[src/rtl/led_string_lockout.sv]
module led_string_lockout #(
  parameter int NSTR    = 4,
  parameter int CW      = 8,
  parameter int HW      = 8,
  parameter int OVP_ON  = 200,
  parameter int OVP_OFF = 165
) (
  input  logic               clk,
  input  logic               rst_n,
  input  logic [CW-1:0]      ovp_code,
  input  logic [NSTR-1:0]    in_reg,
  input  logic [NSTR-1:0]    ch_en,
  input  logic [NSTR*HW-1:0] headroom,
  input  logic               shutdown,
  output logic [NSTR-1:0]    lock_mask,
  output logic [$clog2(NSTR)-1:0] fb_idx,
  output logic [HW-1:0]      fb_val,
  output logic               all_locked
);
  localparam int IW = $clog2(NSTR);

  logic ovp_q, ovp_d, ovp_nxt, ovp_rise;
  logic [NSTR-1:0] elig;
  logic [IW-1:0] best_i;
  logic [HW-1:0] best_v;
  logic found;

  assign ovp_nxt  = ovp_q ? (ovp_code >= CW'(OVP_OFF)) : (ovp_code > CW'(OVP_ON));
  assign ovp_rise = ovp_q & ~ovp_d;
  assign elig     = ch_en & ~lock_mask;

  always_ff @(posedge clk or negedge rst_n) begin
    if (!rst_n) begin
      ovp_q <= 1'b0;
      ovp_d <= 1'b0;
    end else begin
      ovp_q <= ovp_nxt;
      ovp_d <= ovp_q;
    end
  end

  always_ff @(posedge clk or negedge rst_n) begin
    if (!rst_n)        lock_mask <= '0;
    else if (shutdown) lock_mask <= '0;
    else if (ovp_rise) lock_mask <= ch_en & ~in_reg;
  end

  always_comb begin
    best_v = '1;
    best_i = '0;
    found  = 1'b0;
    for (int i = 0; i < NSTR; i++) begin
      if (elig[i] && (!found || headroom[i*HW +: HW] < best_v)) begin
        best_v = headroom[i*HW +: HW];
        best_i = IW'(i);
        found  = 1'b1;
      end
    end
  end

  always_ff @(posedge clk or negedge rst_n) begin
    if (!rst_n) begin
      fb_idx     <= '0;
      fb_val     <= '1;
      all_locked <= 1'b1;
    end else begin
      fb_idx     <= best_i;
      fb_val     <= best_v;
      all_locked <= ~found;
    end
  end

  AST_ON_THRESH: assert property (@(posedge clk) disable iff (!rst_n)
    (!ovp_q && ovp_code <= CW'(OVP_ON)) |=> !ovp_q);
  AST_OFF_THRESH: assert property (@(posedge clk) disable iff (!rst_n)
    (ovp_q && ovp_code >= CW'(OVP_OFF)) |=> ovp_q);
  AST_MASK_HOLD: assert property (@(posedge clk) disable iff (!rst_n)
    (!ovp_rise && !shutdown) |=> $stable(lock_mask));
  AST_SD_CLEAR: assert property (@(posedge clk) disable iff (!rst_n)
    shutdown |=> (lock_mask == '0));
  AST_NONE_ELIG: assert property (@(posedge clk) disable iff (!rst_n)
    1'b1 |=> (all_locked == ($past(elig) == '0)));
  AST_FULL_SCALE: assert property (@(posedge clk) disable iff (!rst_n)
    all_locked |-> (fb_val == '1 && fb_idx == '0));
endmodule

[config.mk]
export PLATFORM = sky130hd
export DESIGN_NAME = led_string_lockout
export DESIGN_NICKNAME = d
export VERILOG_FILES = /design/src/rtl/led_string_lockout.sv
export SDC_FILE = /design/constraint.sdc
export NUM_CORES = 1
export LEC_CHECK = 0
export BUFFER_PORTS_ARGS = -buffer_cell sky130_fd_sc_hd__buf_2
export CAP_MARGIN = 0
export CELL_PAD_IN_SITES_DETAIL_PLACEMENT = 0
export CELL_PAD_IN_SITES_GLOBAL_PLACEMENT = 1
export CORE_ASPECT_RATIO = 0.6
export CORE_UTILIZATION = 35
export CTS_BUF_LIST = sky130_fd_sc_hd__clkbuf_16
export CTS_CLUSTER_SIZE = 40
export DETAILED_ROUTE_END_ITERATION = 10
export GPL_TIMING_DRIVEN = 0
export PLACE_DENSITY = 0.76
export SYNTH_ARGS = -nofsm -noshare
export SYNTH_HDL_FRONTEND = slang
export SYNTH_SLANG_ARGS = --single-unit
export TNS_END_PERCENT = 100
[constraint.sdc]
create_clock -name clk -period 7.2 [get_ports clk]
set_input_delay 1.44 -clock clk [delete_from_list [all_inputs] [get_ports clk]]
set_output_delay 1.44 -clock clk [all_outputs]
set_load 0.01 [all_outputs]
* After elaboration in Yosys (flattened, before gate mapping) *
Cells that the tools add are included.

storage, ports and cells
  bits in registers = 17
  input port bits = 51
  output and inout port bits = 15
  word-level logic and storage cells = 42

operators by class
  $lt $le $gt $ge = 5
  muxes and demuxes = 14
  bitwise logic cells = 7
  reduce and logical (&&, ||, !) cells = 10

operators by type and width
  kind                                                       count
  2-to-1 mux 8 bit                                           4
  less-than comparator 8 bit                                 3
  AND 4 bit                                                  2
  greater-or-equal comparator 8 bit (second input constant)  1
  > comparator 8 bit (second input constant)                 1
  2-to-1 mux 4 bit                                           2
  NOT 4 bit                                                  2
  2-to-1 mux 1 bit                                           6
  2-to-1 mux 2 bit                                           2
  logical AND 1 bit                                          3
  zero test 1 bit                                            3
  logical OR 1 bit                                           3
  NOT 1 bit                                                  2
  nonzero test 2 bit                                         1
  AND 1 bit                                                  1

* Longest topological paths before layout *
Gate-level depths: netlist (run 1).

  depth after elaboration = 16
  gate-level depth with buffers = 27
  depth with buffers taken out = 24

* Least setup slack after synthesis (run 1) *
Ideal clock, no wire load.

  path kind = input to register
  from = input ch_en[0]
  to = register fb_val[0]
  library setup time = 0.082 ns
  data arrival time = 6.550 ns
  required time = 7.118 ns
  path slack = 0.567 ns
  stages = 24
  path buffers = 3
  path through = nand2b_4 > clkbuf_1 > nor2_1 > ha_1 > a21oi_1 > o21ai_0 > a211oi_4 > mux2i_1 > inv_1 > ha_1 > nand4_1 > or3_1 > a2111oi_0 > nand3b_1 > buf_2 > mux2i_1 > ha_1 > and4_1 > o211ai_1 > or2_2 > a31o_2 > o211ai_2 > buf_6 > mux2_4

between the ends
  word-level cells in the longest chain between the ends = 14
  elaborated cells between the ends (all ways) = 20
  those cells by class = order compare: 3; mux: 7; bitwise: 1; reduce/logical: 9

ends and longest elaborated chain
  element                                                        RTL line  source
  start: declaration                                             12        input logic [NSTR-1:0] ch_en,
  AND 4 bit *                                                    30        assign elig = ch_en & ~lock_mask;
  2-to-1 mux 8 bit or 2-to-1 mux 1 bit (tied branches)           53        if (elig[i] && (!found || headroom[i*HW +: HW] < best_v)) begin
  less-than comparator 8 bit or zero test 1 bit (tied branches)  53
  logical OR 1 bit                                               53
  logical AND 1 bit                                              53
  2-to-1 mux 8 bit or 2-to-1 mux 1 bit (tied branches)           53
  less-than comparator 8 bit or zero test 1 bit (tied branches)  53
  logical OR 1 bit                                               53
  logical AND 1 bit                                              53
  2-to-1 mux 8 bit or 2-to-1 mux 1 bit (tied branches)           53
  less-than comparator 8 bit or zero test 1 bit (tied branches)  53
  logical OR 1 bit                                               53
  logical AND 1 bit                                              53
  2-to-1 mux 8 bit *                                             53
  via best_v[0]                                                  25        logic [HW-1:0] best_v;
  end signal: assignment                                         68        fb_val <= best_v;
  end: declaration                                               17        output logic [HW-1:0] fb_val,

The timed path passes the listed nets; every way through them passes the cells marked *.
A chain may end at the register's enable or synchronous reset.

* Worst setup path after layout (run 1) *
Ends and elaborated chain as after synthesis.

==> results.toml, run 1 <==
[synth]
synthFlopType = "dfstp_2"
yosysWarnings = 0
synthCells = 171
ys_seq_area_share_pct = 27.2
synth-async-reset-ratio_pct = 100
syn-cell-area_um2 = 1600
synth_nets = 242
synth_edf_count = 0
ys_ff_latch = 17
avgSynthCellArea_um2 = 9.38
synth_cell_types = 44

[finish]
syn2layout_area_growth_pct = 33.5
drive_above_1_share_pct = 42.1
final_common_cell = "buf_2"
final_area_um2 = 2140
fillCellCount = 428
fin_util_pct = 50.3
final_nets = 314
final_cell_mix = "buf_2 (66), inv_1 (21), ha_1 (20)"
final_cell_count_no_fill = 302
diodes = 0

[timing]
finClkSkew_ns = 0.00301
min_period_over_period_pct = 94.3
final-hold-violation-count = 0
setup_viol = 0
rsz0062_at_grt = "false"
holdWs_ns = 0.442
tightest_slew_ns = 0.580
slew_headroom_pct = 60.9
period_needed_ns = 6.79
drv_slew = 0
fmaxAchievable_mhz = 147

[setup_path]
rrSetupSlack_ns = 1.24
crit_top_cell = "ha_1"
crit_buf_inv = 6
slowest_delay_ns = 0.39
path_max_fanout = 10
worstSetupStartpointType = "input port"
crit_slowest_cell = "or3_1"
rr_worst_depth = 25
worstReg2RegEnd = "fb_val[0]$_DFF_PN1_"
arrival_ns = 6.96
worstPathRequired_ns = 7.37
r2r-start = "lock_mask[0]$_DFFE_PN0P_"
worstSetupPathType = "in2reg"
cp.depth = 27
endpoint_kind = "flop"
cp_top_family = "simple AND/OR/NAND/NOR gates"

[placed_design]
dpl.hpwl_um = 3140
io_buffers = 65
place_congestion = 0.735
placed_area_um2 = 2000
dp.cells = 296

[die]
dieArea_um2 = 4870
io_pins = 66
dieHeight_um = 54.4
row_count = 18
start_util_pct = 37.7
fp.dieW_um = 89.4
design.core.area_um2 = 4260

[routing]
first_pass_iters = 4
via_count = 1416
drt_iter0_drc = 26
ant_nets = 0
post-route-drc-count = 0
drt-total-wl_um = 3720
vias_per_cell = 4.69
wl_per_cell_um = 12.3

[global_route]
antenna_found_initial = 0
top_usage_layer = "met1"
grt_pass1_wl_um = 5910
grtUsageMet3_pct = 3.92
grt_usage_pct = 16.5
grt_pass1_vias = 1269
grt.overflow.total = 0
grtUsageMet2_pct = 24.0
grt_start_max_net_pins = 18
met1_usage_pct = 25.0

[clock_network]
htreeDepth = 1
worst_skew_pair.late_latency_ns = 0.24
clock-sinks = 17
cts_tree = "yes"
cts_root_buf = "clkbuf_16"
clkTransAtPathRegs_ns = 0.05
cts_buffers = 3
postCtsHoldBufs = 0
cts_max_path_buffers = 2

[flow_run]
maxCapViolations = 0

[worst_hold_path]
hold_start = "ovp_q$_DFF_PN0_"
holdPathStages = 0
min_to = "ovp_d$_DFF_PN0_"
worstHoldPathType = "reg2reg"

[power_and_ir_drop]
leakagePower_nw = 1.13
power.switching_w = 0.000108
combPwrFrac_pct = 37.3
p_seq_share_pct = 32.6
ir_worst_vdd_mv = 0.106
p_clk_share_pct = 30.1
p_int_w = 0.000252
power.density_nw_per_um2 = 168
switching_share_pct = 29.9

[outcome]
status = "finished clean"
metrics by stage:
step / TNS (ns) / setup slack (ns) / total power [W]
6_report: 0 / 0.407 / 0.000360
5_1_grt: 0 / 0.0319 / 0.000384
4_1_cts: 0 / 0.0122 / 0.000362
3_5_place_dp: -3.65 / -0.480 / 0.000246
3_3_place_gp: -3.97 / -0.510 / 0.000245
2_1_floorplan: 0 / 0.567 / 0.000201
cells in the mapped netlist (2+ instances only):
library cell / number / area [µm²]
nand3_1: 2 / 10.0
o21ai_0: 3 / 15.0
ha_1: 20 / 250
nor3_1: 3 / 15.0
a211oi_1: 2 / 15.0
dfrtp_1: 8 / 200
nor3b_1: 5 / 37.5
nand4_1: 2 / 12.5
nor2_1: 18 / 67.6
and2b_2: 3 / 26.3
o21a_1: 4 / 30.0
clkbuf_1: 2 / 7.51
o22a_1: 2 / 17.5
nand2b_1: 2 / 12.5
nor2b_1: 2 / 12.5
inv_1: 21 / 78.8
mux2i_1: 21 / 210
a31o_2: 2 / 17.5
nand2_1: 5 / 18.8
a21oi_1: 12 / 60.1
dfstp_2: 9 / 236
flip-flops by register name (all words and copies together), names as in the netlist:
signal and cells:
fb_val 8, lock_mask 4, fb_idx 2, all_locked 1, ovp_d 1, ovp_q 1
power groups by stage:
stage	clock (W)	combinational [W]	sequential [W]
3_5_place_dp	0	0.000127	0.000119
4_1_cts	0.000112	0.000133	0.000118
2_1_floorplan	0	0.0000752	0.000125
3_3_place_gp	0	0.000126	0.000119
6_report	0.000108	0.000134	0.000117
5_1_grt	0.000115	0.000150	0.000119
repair_timing:
action,in CTS,in global routing
gates resized for setup,0,9
setup buffers,2,0
pin swaps,1,2
setup endpoints to repair,10,10
cells by family (layout without fill, tap and decap cells):
family	Yosys count	after routing	synth area share, %
AOI/OAI and AO/OA	35	35	18.6
adders and majority gates	21	21	16.3
buffers and inverters	26	97	6.63
DFF	17	17	27.2
muxes	22	22	14.0
and+or+nand+nor	50	50	17.2
routing by layer:
metal | wire length [µm] | part of all wire, %
met2 | 1430 | 38
met3 | 189 | 5.1
met5 | 0 | 0
met1 | 2080 | 56
met4 | 18 | 0.48
how the worst max path moves through the flow:
stage                         from                  end  slack [ns]
after global placement    ch_en[0]  fb_val[0]$_DFF_PN1_       -0.51
after detailed placement  ch_en[0]  fb_val[0]$_DFF_PN1_       -0.48
after CTS                 ch_en[0]  fb_val[0]$_DFF_PN1_        0.01
final                     ch_en[0]  fb_val[0]$_DFF_PN1_        0.41
after global routing      ch_en[0]  fb_val[0]$_DFF_PN1_        0.03
after floorplan           ch_en[0]  fb_val[0]$_DFF_PN1_        0.57
cell type report:
| class | instances | area, µm² | area share (%) |
|---|---|---|---|
| Inverter | 22 | 82.6 | 3.86 |
| Buffer | 4 | 27.5 | 1.29 |
| Timing Repair Buffer | 67 | 365 | 17.1 |
| Multi-Input combinational cell | 128 | 1070 | 50.1 |
| Clock inverter | 1 | 5.00 | 0.234 |
| Tap cell | 60 | 75.1 | 3.51 |
| Clock buffer | 3 | 75.1 | 3.51 |
| Sequential cell | 17 | 437 | 20.4 |
Power figures use the tool's default switching activity.
==> run 2, diff against run 1 <==
- CORE_MARGIN: default -> 2
- CORE_UTILIZATION: 35 -> 36
- CTS_BUF_LIST: sky130_fd_sc_hd__clkbuf_16 -> sky130_fd_sc_hd__clkbuf_8
- PLACE_DENSITY: 0.76 -> 0.78
- clock period: 7.2 -> 7.6 ns (I/O delays scaled with it)
==> run 2 against run 1 <==
Utilization fell by 0.47 points. Worst hold slack improved by 0.017 ns. Total power fell by 16%. Clock-buffer cell count did not move. Sequential power fell by 5%. Global-route usage fell by 0.97 points. Design area fell by 2.5%. Combinational power fell by 7%. Setup slack improved by 0.14 ns. Via count rose by 0.85%. First-iteration DRC count fell by 15%. Critical endpoint unchanged.
==> results.toml, run 2 (synthesized netlist as in run 1, its figures left out) <==
[timing]
setup_viol = 0
min_period_over_period_pct = 92.8
final-hold-violation-count = 0
worst_slack_ns = 0.544
period_needed_ns = 7.06
slew_headroom_pct = 60.6
drv_slew = 0
tightest_slew_ns = 0.588
fmaxAchievable_mhz = 142
finClkSkew_ns = 0.00133
rsz0062_at_grt = "false"

[die]
dieHeight_um = 55.7
design.core.area_um2 = 4190
dieArea_um2 = 5020
io_pins = 66
row_count = 18
fp.dieW_um = 90.2
start_util_pct = 38.3

[setup_path]
crit_path_end = "fb_val[0]$_DFF_PN1_"
startpoint = "ch_en[0]"
rrSetupSlack_ns = 1.47
worstSetupStartpointType = "input port"
endpoint_kind = "flop"
crit_slowest_cell = "a2111oi_4"
path_max_fanout = 10
worstPathRequired_ns = 7.79
rr_worst_depth = 25
crit_top_cell = "ha_1"
worstSetupPathType = "in2reg"
worstReg2RegEnd = "fb_val[0]$_DFF_PN1_"
r2r-start = "lock_mask[0]$_DFFE_PN0P_"
slowest_delay_ns = 0.43
arrival_ns = 7.24

[routing]
via_count = 1428
ant_nets = 0
wl_per_cell_um = 12.5
drt_iter0_drc = 22
drt-total-wl_um = 3800
first_pass_iters = 3
post-route-drc-count = 0
vias_per_cell = 4.71

[global_route]
grt.overflow.total = 0
grt_pass1_wl_um = 6290
grt_usage_pct = 15.6
antenna_found_initial = 0
grt_start_max_net_pins = 18
grt_pass1_vias = 1308

[finish]
final_nets = 315
top_regs = "fb_val x8, lock_mask x4, fb_idx x2"
diodes = 0
syn2layout_area_growth_pct = 30.1
regArea_um2 = 437
largest_register_ffs = 8
final_common_cell = "buf_2"
top_register = "fb_val"
drive_above_1_share_pct = 41.2
multi_input_area_um2 = 1060
fillCellCount = 433
final_cell_mix = "buf_2 (66), inv_1 (21), mux2i_1 (21)"

[clock_network]
htreeDepth = 1
cts_buffers = 3
cts_root_buf = "clkbuf_8"
clkTransAtPathRegs_ns = 0.06
clock-sinks = 17
cts_tree = "yes"
worst_skew_pair.late_latency_ns = 0.25
cts_max_path_buffers = 2

[power_and_ir_drop]
power.density_nw_per_um2 = 145
power.switching_w = 0.0000999
p_seq_share_pct = 36.5
ir_worst_vdd_mv = 0.0671
p_clk_share_pct = 22.2
combPwrFrac_pct = 41.3
switching_share_pct = 33.0
leakagePower_nw = 1.12
p_int_w = 0.000203
finalPower_w = 0.000303

[outcome]
status = "finished clean"

[worst_hold_path]
worstHoldPathType = "reg2reg"

[placed_design]
pre_cts_ws_ns = -0.274
dpl.hpwl_um = 3280
io_buffers = 65
place_congestion = 0.802

[flow_run]
maxCapViolations = 0
==> run 2: per-stage QoR <==
stage	hold slack, ns	area [µm²]	TNS [ns]	util, %	instances
floorplan	0.408	1600	0	-	171
global placement	0.437	2000	-1.37	47.8	296
detailed placement	0.434	2000	-1.65	47.8	296
CTS	0.448	2090	0	49.8	303
global route	0.473	2090	0	49.8	303
finish	0.459	2090	0	49.8	303
==> run 2: area by class of cell <==
class                   count  share of cell area, %
inverters                  22                   3.96
clock buffers               3                   1.98
plain buffers               4                   1.20
flip-flops and latches     17                   20.9
multi-input cells         128                   50.8
clock inverters             1                  0.240
well taps                  60                   3.60
repair buffers             68                   17.3
==> run 2: power by group through the flow <==
stage	sequential (W)	clock (W)	combinational (W)
after floorplan	0.000119	0	0.0000712
after global placement	0.000113	0	0.000120
after detailed placement	0.000112	0	0.000122
after CTS	0.000111	0.0000692	0.000126
after global routing	0.000112	0.0000731	0.000140
final	0.000111	0.0000671	0.000125
==> run 2: how the worst min path moves through the flow <==
stage,from,endpoint,slack [ns],cells past startpoint
floorplan,ovp_q$_DFF_PN0_,ovp_d$_DFF_PN0_,0.41,0
global placement,ovp_q$_DFF_PN0_,ovp_d$_DFF_PN0_,0.44,0
detailed placement,ovp_q$_DFF_PN0_,ovp_d$_DFF_PN0_,0.43,0
CTS,ovp_q$_DFF_PN0_,ovp_d$_DFF_PN0_,0.45,0
global route,ovp_q$_DFF_PN0_,ovp_d$_DFF_PN0_,0.47,0
finish,ovp_q$_DFF_PN0_,ovp_d$_DFF_PN0_,0.46,0
==> run 2: what timing repair did <==
| item | 4_1_cts | 5_1_grt |
|---|---|---|
| hold buffers | 0 | 0 |
| endpoints found under the setup margin | 1 | 10 |
| pin swaps | 1 | 0 |
| setup buffers | 3 | 0 |
| gates resized for setup | 0 | 3 |
==> run 2: worst max-delay path: cells and delay by family <==
| family | cells | cell delay (ns) |
|---|---|---|
| AOI/OAI and AO/OA | 6 | 1.40 |
| and+or+nand+nor | 8 | 1.68 |
| adders and majority gates | 3 | 0.92 |
| muxes | 3 | 0.64 |
| buffers and inverters | 6 | 1.06 |
==> run 2: per-layer routing <==
metal | track usage [%] | wire [µm] | vias up
met4 | 3.96 | 19 | 0
met2 | 22.2 | 1510 | 41
met3 | 3.66 | 193 | 3
met5 | 0 | 0 | -
met1 | 23.3 | 2080 | 628
li1 | - | - | 756
==> run 3, diff against run 2 <==
- CORE_ASPECT_RATIO: 0.6 -> 1.25
- REMOVE_ABC_BUFFERS: default -> 1
==> run 3 against run 2 <==
First-iteration DRC count rose by 82%. Combinational power fell by 4%. Design area fell by 1.4%. Die area fell by 0.28%. Via count rose by 0.98%. Non-clock buffer count fell by 4. Worst hold slack improved by 0.0040 ns. Flip-flop and latch count did not move. Sequential power barely moved. Total power fell by 2.1%. Global-route usage fell by 0.65 points. Critical endpoint unchanged. Largest power group unchanged.
==> results.toml, run 3 (synthesized netlist as in run 1, its figures left out) <==
[outcome]
status = "finished clean"

[finish]
drive_above_1_share_pct = 40.2
final_area_um2 = 2060
syn2layout_area_growth_pct = 28.3
final_common_cell = "buf_2"
largest_register_ffs = 8
top_regs = "fb_val x8, lock_mask x4, fb_idx x2"
final_cell_count_no_fill = 297
fillCellCount = 462
fin_util_pct = 47.2
final_cell_mix = "buf_2 (65), inv_1 (22), mux2i_1 (21)"
diodes = 0
final_nets = 311
top_register = "fb_val"

[routing]
drt-total-wl_um = 3570
post-route-drc-count = 0
vias_per_cell = 4.86
ant_nets = 0
via_count = 1442
drt_iter0_drc = 40
wl_per_cell_um = 12.0
first_pass_iters = 4

[timing]
period_needed_ns = 7.21
fmaxAchievable_mhz = 139
tightest_slew_ns = 0.786
min_period_over_period_pct = 94.9
rsz0062_at_grt = "false"
setup_viol = 0
drv_slew = 0
final-hold-violation-count = 0
holdWs_ns = 0.463
slew_headroom_pct = 47.1
finClkSkew_ns = 0.00105

[placed_design]
place_congestion = 0.754
dp.cells = 290
dpl.hpwl_um = 3060
placed_area_um2 = 1980
io_buffers = 65

[setup_path]
crit_buf_inv = 4
crit_top_cell = "ha_1"
slowest_delay_ns = 0.63
worstPathRequired_ns = 7.78
crit_slowest_cell = "o21ai_0"
cp_top_family = "compound AO/OA/AOI/OAI gates"
endpoint_kind = "flop"
crit_chain = "buf_2 > nand2b_4 > nor2_1 > ha_1 > nand2_1 > o21ai_0 > a211oi_4 > buf_12 > buf_4 > mux2i_1 > inv_1 > ha_1 > nand3_1 > or3_1 > a2111oi_0 > nand3b_1 > mux2i_1 > ha_1 > and4_1 > o211ai_1 > or2_2 > a31o_2 > o211ai_2 > mux2_4"
path_max_fanout = 11
arrival_ns = 7.39
worstSetupStartpointType = "input port"
worstSetupPathType = "in2reg"

[global_route]
grt_pass1_vias = 1407
grtUsageMet2_pct = 26.8
grt_start_max_net_pins = 18
top_usage_layer = "met2"
grtUsageMet3_pct = 1.72
antenna_found_initial = 0
grt_pass1_wl_um = 6000
met1_usage_pct = 18.4
grt.overflow.total = 0
grt_usage_pct = 14.9

[die]
io_pins = 66
dieArea_um2 = 5010
dieHeight_um = 78.6
design.core.area_um2 = 4360
fp.dieW_um = 63.7
start_util_pct = 36.8
row_count = 27

[clock_network]
postCtsHoldBufs = 0
cts_buffers = 3
clock-sinks = 17
cts_root_buf = "clkbuf_8"
clkTransAtPathRegs_ns = 0.06
worst_skew_pair.late_latency_ns = 0.25
htreeDepth = 1
cts_max_path_buffers = 2
cts_tree = "yes"

[power_and_ir_drop]
combPwrFrac_pct = 40.4
p_clk_share_pct = 22.0
switching_share_pct = 32.5
finalPower_w = 0.000296
p_int_w = 0.000200
power.density_nw_per_um2 = 144
power.switching_w = 0.0000963
leakagePower_nw = 1.10
p_seq_share_pct = 37.6
ir_worst_vdd_mv = 0.0788

[worst_hold_path]
worstHoldPathType = "reg2reg"

[flow_run]
maxCapViolations = 0
[run 3: layout make-up]
| class | instances | area, µm² | area share (%) |
|---|---|---|---|
| multi-input cells | 128 | 1060 | 51.6 |
| clock buffers | 3 | 41.3 | 2.01 |
| repair buffers | 68 | 360 | 17.5 |
| inverters | 22 | 82.6 | 4.01 |
| clock inverters | 1 | 3.75 | 0.182 |
| well taps | 58 | 72.6 | 3.53 |
| flip-flops and latches | 17 | 437 | 21.2 |
[run 3: power groups by stage]
stage	Sequential [W]	Combinational, W	Clock [W]
2_1_floorplan	0.000119	0.0000687	0
3_3_place_gp	0.000113	0.000117	0
3_5_place_dp	0.000113	0.000118	0
4_1_cts	0.000112	0.000119	0.0000669
5_1_grt	0.000113	0.000135	0.0000719
6_report	0.000111	0.000120	0.0000651
[run 3: repair_timing]
| action | CTS | global route |
|---|---|---|
| endpoints found under the hold margin | 0 | 0 |
| gates resized for setup | 0 | 0 |
| setup buffers | 0 | 3 |
| endpoints found under the setup margin | 0 | 10 |
[run 3: path summary, 6_finish.rpt]
check,startpoint,cells past startpoint,slack (ns),endpoint
min,ovp_q$_DFF_PN0_,0,0.46,ovp_d$_DFF_PN0_
max in group asynchronous,rst_n,1,6.10,all_locked$_DFF_PN1_
min in group asynchronous,rst_n,1,1.18,fb_idx[1]$_DFF_PN0_
max,ch_en[0],24,0.39,fb_val[0]$_DFF_PN1_
min reg2reg,ovp_q$_DFF_PN0_,0,0.46,ovp_d$_DFF_PN0_
max reg2reg,lock_mask[0]$_DFFE_PN0P_,23,1.33,fb_val[0]$_DFF_PN1_
[run 3: metal layers]
metal  part of all wire, %  wire [µm]
met2                    51       1820
met5                     0          0
met3                   3.9        139
met1                    44       1570
met4                   1.1         41
[run 3: worst reg2reg max path, stage by stage, from the launching register on]
cell and delay (ns):
dfrtp_1 0.37, nand2b_4 0.22, nor2_1 0.08, ha_1 0.32, nand2_1 0.06, o21ai_0 0.63, a211oi_4 0.14, buf_12 0.19
buf_4 0.14, mux2i_1 0.24, inv_1 0.08, ha_1 0.28, nand3_1 0.08, or3_1 0.31, a2111oi_0 0.30, nand3b_1 0.48
mux2i_1 0.22, ha_1 0.34, and4_1 0.21, o211ai_1 0.11, or2_2 0.29, a31o_2 0.22, o211ai_2 0.54, mux2_4 0.35
[run 3: stage by stage]
stage	setup WS, ns	setup TNS (ns)
2_1_floorplan	0.878	0
3_3_place_gp	-0.115	-0.258
3_5_place_dp	-0.119	-0.347
4_1_cts	0.0937	0
5_1_grt	0.00805	0
6_report	0.386	0
